[src/rtl/dbnc_pkg.sv]
package dbnc_pkg;

  localparam int unsigned HIST_W_DEF = 16;

  typedef enum logic {
    LVL_PRESSED  = 1'b0,
    LVL_RELEASED = 1'b1
  } btn_lvl_e;

endpackage

[src/rtl/dbnc_sync.sv]
module dbnc_sync #(
  parameter int unsigned STAGES  = 2,
  parameter logic        RST_VAL = 1'b0
) (
  input  logic clk,
  input  logic rst_ni,
  input  logic d_i,
  output logic q_o
);

  logic [STAGES-1:0] chain_q;
  logic [STAGES-1:0] chain_d;

  always_comb begin
    chain_d = {chain_q[STAGES-2:0], d_i};
  end

  always_ff @(posedge clk or negedge rst_ni) begin
    if (!rst_ni) chain_q <= {STAGES{RST_VAL}};
    else         chain_q <= chain_d;
  end

  assign q_o = chain_q[STAGES-1];

endmodule

[src/rtl/dbnc_tick.sv]
module dbnc_tick #(
  parameter int unsigned DIV = 125000
) (
  input  logic clk,
  input  logic rst_ni,
  output logic tick_o
);

  localparam int unsigned CNT_W = (DIV > 2) ? $clog2(DIV) : 1;
  localparam logic [CNT_W-1:0] LAST = CNT_W'(DIV - 1);

  logic [CNT_W-1:0] cnt_q, cnt_d;
  logic             wrap;

  always_comb begin
    wrap  = (cnt_q == LAST);
    cnt_d = wrap ? '0 : cnt_q + 1'b1;
  end

  always_ff @(posedge clk or negedge rst_ni) begin
    if (!rst_ni) cnt_q <= '0;
    else         cnt_q <= cnt_d;
  end

  assign tick_o = wrap;

  generate
    if (DIV > 1) begin : g_gap_chk
      a_r2_tick_single: assert property (@(posedge clk) disable iff (!rst_ni)
        tick_o |=> !tick_o);
    end
  endgenerate

endmodule

[src/rtl/dbnc_hist.sv]
module dbnc_hist
  import dbnc_pkg::*;
#(
  parameter int unsigned W = HIST_W_DEF
) (
  input  logic         clk,
  input  logic         rst_ni,
  input  logic         tick_i,
  input  logic         sample_i,
  input  logic [W-1:0] pattern_i,
  output logic         press_o,
  output logic         level_o
);

  logic [W-1:0] hist_q, hist_d, shifted, rel_mask;
  logic         press_q, press_d;
  btn_lvl_e     level_q, level_d;

  // Mask of the pattern's trailing zero bits: the length of the pressed run.
  always_comb begin
    rel_mask = (pattern_i ^ (pattern_i - W'(1))) >> 1;
  end

  always_comb begin
    shifted = {hist_q[W-2:0], sample_i};
    hist_d  = hist_q;
    press_d = 1'b0;
    level_d = level_q;
    if (tick_i) begin
      hist_d = shifted;
      if (shifted == pattern_i) begin
        press_d = 1'b1;
        level_d = LVL_PRESSED;
      end else if ((shifted & rel_mask) == rel_mask) begin
        level_d = LVL_RELEASED;
      end
    end
  end

  always_ff @(posedge clk or negedge rst_ni) begin
    if (!rst_ni) begin
      hist_q  <= '1;
      press_q <= 1'b0;
      level_q <= LVL_RELEASED;
    end else begin
      hist_q  <= hist_d;
      press_q <= press_d;
      level_q <= level_d;
    end
  end

  assign press_o = press_q;
  assign level_o = level_q;

  a_r3_hist_hold: assert property (@(posedge clk) disable iff (!rst_ni)
    !tick_i |=> $stable(hist_q));
  a_r4_pulse_single: assert property (@(posedge clk) disable iff (!rst_ni)
    press_q |=> !press_q);
  a_r4_pulse_after_tick: assert property (@(posedge clk) disable iff (!rst_ni)
    press_q |-> $past(tick_i));
  a_r6_level_with_pulse: assert property (@(posedge clk) disable iff (!rst_ni)
    press_q |-> (level_q == LVL_PRESSED));
  a_r7_rise_after_tick: assert property (@(posedge clk) disable iff (!rst_ni)
    $rose(level_q) |-> $past(tick_i));

endmodule

[src/rtl/pushbtn_pattern_debounce.sv]
module pushbtn_pattern_debounce
  import dbnc_pkg::*;
#(
  parameter int unsigned HIST_W   = HIST_W_DEF,
  parameter int unsigned TICK_DIV = 125000,
  parameter int unsigned SYNC_LEN = 2
) (
  input  logic              clk,
  input  logic              rst_n,
  input  logic              btn_raw_n,
  input  logic [HIST_W-1:0] match_pattern,
  output logic              press_pulse,
  output logic              btn_level
);

  logic rst_sync_n;
  logic btn_sync;
  logic tick;

  // Reset: asserted asynchronously, released on a clock edge.
  dbnc_sync #(.STAGES(2), .RST_VAL(1'b0)) u_rst_sync (
    .clk    (clk),
    .rst_ni (rst_n),
    .d_i    (1'b1),
    .q_o    (rst_sync_n)
  );

  dbnc_sync #(.STAGES(SYNC_LEN), .RST_VAL(1'b1)) u_btn_sync (
    .clk    (clk),
    .rst_ni (rst_sync_n),
    .d_i    (btn_raw_n),
    .q_o    (btn_sync)
  );

  dbnc_tick #(.DIV(TICK_DIV)) u_tick (
    .clk    (clk),
    .rst_ni (rst_sync_n),
    .tick_o (tick)
  );

  dbnc_hist #(.W(HIST_W)) u_hist (
    .clk       (clk),
    .rst_ni    (rst_sync_n),
    .tick_i    (tick),
    .sample_i  (btn_sync),
    .pattern_i (match_pattern),
    .press_o   (press_pulse),
    .level_o   (btn_level)
  );

  a_r1_reset_idle: assert property (@(posedge clk)
    !rst_sync_n |=> (!press_pulse && btn_level));

endmodule

[config.mk]
export PLATFORM = sky130hd
export DESIGN_NAME = pushbtn_pattern_debounce
export DESIGN_NICKNAME = d
export VERILOG_FILES = /design/src/rtl/dbnc_pkg.sv /design/src/rtl/dbnc_sync.sv /design/src/rtl/dbnc_tick.sv /design/src/rtl/dbnc_hist.sv /design/src/rtl/pushbtn_pattern_debounce.sv
export SDC_FILE = /design/constraint.sdc
export NUM_CORES = 1
export LEC_CHECK = 0
export ABC_AREA = 1
export CAP_MARGIN = 20
export CORE_ASPECT_RATIO = 1.5
export CORE_MARGIN = 2
export CORE_UTILIZATION = 48
export DETAILED_ROUTE_END_ITERATION = 8
export GPL_TIMING_DRIVEN = 0
export PLACE_DENSITY = 0.76
export RECOVER_POWER = 50
export SYNTH_ARGS = -nofsm -noshare
export SYNTH_HDL_FRONTEND = slang
export SYNTH_SLANG_ARGS = --single-unit
[constraint.sdc]
create_clock -name clk -period 3.1 [get_ports clk]
set_clock_uncertainty 0.15 [all_clocks]
set_input_delay 0.62 -clock clk [delete_from_list [all_inputs] [get_ports clk]]
set_output_delay 0.62 -clock clk [all_outputs]
set_load 0.02 [all_outputs]
# Word level (Yosys, flattened, before mapping)
# Index checks and enable logic that the tools add are counted.
dict set report op_classes {
  bitwise 2
  n_reduce_logical 2
  n_addsub 2
  muxes 5
  n_eq_ne 3
}
# operator n
set ops {}
lappend ops {{$add 17x1->17 const B} 1}
lappend ops {{$eq 17x17->1 const B} 1}
lappend ops {{$mux 17} 1}
lappend ops {{$and 16x15->16} 1}
lappend ops {{$eq 16x15->1} 1}
lappend ops {{$eq 16x16->1} 1}
lappend ops {{$sub 16x1->16 const B} 1}
lappend ops {{$xor 16x16->16} 1}
lappend ops {{$mux 1} 4}
lappend ops {{$reduce_and 2->1} 1}
lappend ops {{$reduce_bool 2->1} 1}
dict set report word_totals {
  output_inout_bits 2
  reg_bits 38
  elab_cells 20
  input_bits 19
}

# Logic depth before layout (Yosys ltp)
dict set report logic_depth {
  ltp_word 6
  ltp_mapped 13
  ltp_nobuf 13
}

# By module
# Synthesis repeated with hierarchy kept, for this count alone.
dict set report unflattened {
  hier_cells 304
  area_unflattened_um2 2200.9
}
# module instances seq_area_each_um2 area_each_um2 cells_per_inst
set by_module_without_submodules {}
lappend by_module_without_submodules {dbnc_hist 1 445.4 1121.1 166}
lappend by_module_without_submodules {dbnc_tick 1 425.4 973.4 133}
lappend by_module_without_submodules {{dbnc_sync (u_btn_sync)} 1 52.6 52.6 2}
lappend by_module_without_submodules {{dbnc_sync (u_rst_sync)} 1 50.0 50.0 2}
lappend by_module_without_submodules {pushbtn_pattern_debounce 1 0.0 3.8 1}

# Worst setup path before layout
# No wires, ideal clock.
dict set report synth_timing {
  path_type {input port to flip-flop}
  from {input match_pattern[0]}
  to {register u_hist.level_q (netlist: u_hist.level_o)}
  stages 11
  n_path_buf 0
  t_arrival_ns 1.530
  setup_time_ns 0.073
  slack_ns 1.347
  t_required_ns 2.877
  cell_sequence {inv_1 -> ha_1 -> inv_1 -> nand2_1 -> nand2_1 -> nor2_1 -> nor2_1 -> nand2_1 -> nor2_1 -> nand4_1 -> a21oi_1}
}
dict set report synth_via {
  elab_chain_len 6
  word_cells_on_any_way 8
  classes_between {add/sub (1); eq/ne (2); mux (1); bitwise (2); reduce/logical (2)}
}
# element line
set synth_rtl {}
lappend synth_rtl {{from (decl)} pushbtn_pattern_debounce.sv:11} ;# input logic [HIST_W-1:0] match_pattern,
lappend synth_rtl {{$sub 16x1->16} dbnc_hist.sv:21} ;# rel_mask = (pattern_i ^ (pattern_i - W'(1))) >> 1;
lappend synth_rtl {{$xor 16x16->16} dbnc_hist.sv:21}
lappend synth_rtl {{$and 16x15->16} dbnc_hist.sv:34} ;# end else if ((shifted & rel_mask) == rel_mask) begin
lappend synth_rtl {{$eq 16x15->1} dbnc_hist.sv:34}
lappend synth_rtl {{$reduce_bool 2->1 (no source line)} n/a}
lappend synth_rtl {{$reduce_and 2->1 (no source line)} n/a}
lappend synth_rtl {{to (signal assigned)} dbnc_hist.sv:48} ;# level_q <= level_d;
lappend synth_rtl {{to (decl)} dbnc_hist.sv:17} ;# btn_lvl_e level_q, level_d;
# Parallel ways exist; a longest one is shown, timed or not.
# A chain may end at the register's enable or synchronous reset.

# Worst setup path after layout
dict set report layout_timing {
  from {register u_hist.level_q (netlist: u_hist.level_o)}
  to {output btn_level}
}
# element line
set layout_rtl {}
lappend layout_rtl {{to (decl)} pushbtn_pattern_debounce.sv:13} ;# output logic btn_level
# No word-level cell between the ends.

==> run metrics <==
share of post-route cells with drive strength above 1=0.114; Iter 0 DRT Violations=83; switching power=0.000213 W; Placement Setup Slack=0.596 ns; Die Width=58.7 um; Core Util, Final=0.588; sum of negative setup slack=0 ns; Mapped Area=2150 sq um; initial antenna violation count=0; Worst Setup Start Kind=register; IO Count=21; Arrival @ worst endpoint=1.41 ns; Routed Antenna Nets=0; core area=4280 sq um; Skew-Pair Late Insertion Delay=0.29 ns; fmax=458 MHz; Finish-stage setup viols=0; Sw Share=0.216; Most used DFF post-synth=dfrtp_1; minimum clock period=2.18 ns; Clock power frac=0.418; Post-DP HPWL=3370 um; total power=0.000987 W; WP data required=2.33 ns; synth unique cells=29; DRC viols=4; ys async rst share=1.00; Hold-fix buffers, CTS=0; largest area contributor in the netlist=dfrtp_1; Area growth, synth to finish=16.9%; Syn. warnings=0; Worst Tran Pin Value=1.39 ns; CTS Buf Count=5; CTS tree=built; CP endpoint kind=output port; critical-path cell list=clkdlybuf4s50_1; largest net degree at the start of global routing=37; Initial Utilization=0.503; number of synthesized flops with an enable pin=0; RSZ-0062 raised after global routing=no; Avg Vias per Cell=5.01; most common cell in the netlist=nand2_1; internal power=0.000774 W; Final Hold Vio Count=0; post-synth top area share=0.232; WL per Instance=12.2 um; worst-case vdd ir drop=264 uV; first-pass GRT wire length=7700 um; Syn Inst Count=287; Port Buf Inserts=20; Post-CTS Repair Setup Buffers=0; Die ar.=5050 sq um; vias in the first global route=1851; Critical Path Max Stage Delay=0.59 ns; Tcrit/Tclk final=0.705; clk buf depth=2; combinational share of power=0.066; Setup WS post-layout=0.916 ns; CTS root buf=clkbuf_8; Clock transition at path regs=0.08 ns; part of the Yosys area used for sequential elements=0.452; DR pass1 iterations=6; Total Wirelength=4400 um; Max Slew Vio Count=0; Synth area leaders=dfrtp_1 23%, dfstp_2 22%, nand2_1 13%; GR Util All Layers=0.197; Crit-path slowest cell=clkdlybuf4s50_1; Buf+Inv Stages, Crit Path=1; total grt overflow=0; Syn Area/Cell=7.51 sq um; Post-Syn Nets=308; Lkg Pwr=1.18 nW; post_cts resized=0; DP Area=2410 sq um; GP Congestion=0.893; largest fanout on the critical path=2; synthesis-stage register bit count=38; most frequent cells after synthesis=76 x nand2_1, 49 x nor2_1, 40 x inv_1, 20 x dfrtp_1; status=finished, violations left; CTS Sinks=38; fin nets=335; Slew headroom=0.0723; post-route cell area=2520 sq um; CP Class=register to output port; ANT cells=0; H-tree depth=2; worst hold path class=register to register; pwr/cell area=392 nW/um^2; max-cap viol count=0; failing checks=design-rule violations; Flop pwr share=0.516; DR vias=1807; Cell Rows=29; delay-heaviest family, CP=buffers and inverters; die height=86.1 um
==> layout by cell type, fill, tap and decap left out, types with 2 or more instances in the layout <==
| master | count |
|---|---|
| a21oi_1 | 7 |
| buf_2 | 2 |
| clkbuf_1 | 3 |
| clkbuf_8 | 5 |
| clkdlybuf4s50_1 | 18 |
| dfrtp_1 | 20 |
| dfstp_2 | 18 |
| dlygate4sd3_1 | 2 |
| ha_1 | 2 |
| inv_1 | 41 |
| nand2_1 | 76 |
| nand2_2 | 2 |
| nand3_1 | 8 |
| nand3b_1 | 2 |
| nand4_1 | 4 |
| nor2_1 | 49 |
| nor2_4 | 3 |
| nor3_1 | 5 |
| nor4_1 | 3 |
| o21ai_0 | 18 |
| xor2_1 | 16 |
==> final cells by class <==
| type | instances | area, sq um |
|---|---|---|
| buffer | 3 | 13.8 |
| clock buffer | 7 | 76.3 |
| clock inverter | 1 | 30.0 |
| fill | 399 | 1760 |
| inverter | 41 | 154 |
| multi-input combinational | 205 | 1010 |
| sequential | 38 | 973 |
| tap | 46 | 57.6 |
| timing repair buffer | 20 | 200 |
==> state kept, by name (all words and copies together), names as in the netlist <==
name,cells
u_hist.level_o,1
u_hist.hist_q,15
u_rst_sync.chain_q,2
u_hist.press_o,1
u_btn_sync.chain_q,2
u_tick.cnt_q,17
==> metal layers <==
layer  up-vias  wire, um  track usage
li1        938         -            -
met5         -         0            0
met1       837      1870        0.222
met2        23      2270        0.350
met3         9       138       0.0362
met4         0       119       0.0930
==> stage by stage <==
stage | std cells | hold WS, ns
floorplan | 287 | 0.174
global route | 361 | 0.218
CTS | 361 | 0.202
finish | 361 | 0.200
global placement | 353 | 0.186
detailed placement | 353 | 0.185
==> cells by family after synthesis <==
family / count (synthesis) / share of synthesized area
buffers and inverters: 44 / 0.0778
and+or+nand+nor: 158 / 0.323
xor gates and xnor gates: 17 / 0.0691
DFF: 38 / 0.452
adders and majority gates: 2 / 0.0116
other: 1 / 0.00174
AOI/OAI and AO/OA: 27 / 0.0650
==> power by group through the flow <==
stage	logic, W	registers [W]	clock network [W]
floorplan	0.0000295	0.000516	0
global placement	0.0000650	0.000519	0
detailed placement	0.0000654	0.000520	0
CTS	0.0000660	0.000511	0.000423
global route	0.0000729	0.000512	0.000439
finish	0.0000651	0.000510	0.000412
==> final timing paths <==
path	from	end	slack (ns)	cells past startpoint
min	u_rst_sync.chain_q[0]	u_rst_sync.chain_q[1]	0.20	0
max reg2reg	u_tick.cnt_q[0]	u_hist.hist_q[13]	1.11	10
min in group asynchronous	rst_n	u_rst_sync.chain_q[0]	0.40	1
min reg2reg	u_rst_sync.chain_q[0]	u_rst_sync.chain_q[1]	0.20	0
max in group asynchronous	u_rst_sync.chain_q[1]	u_tick.cnt_q[16]	1.54	0
max	u_hist.level_o	btn_level	0.92	1
(Power assumes the default switching activity.)
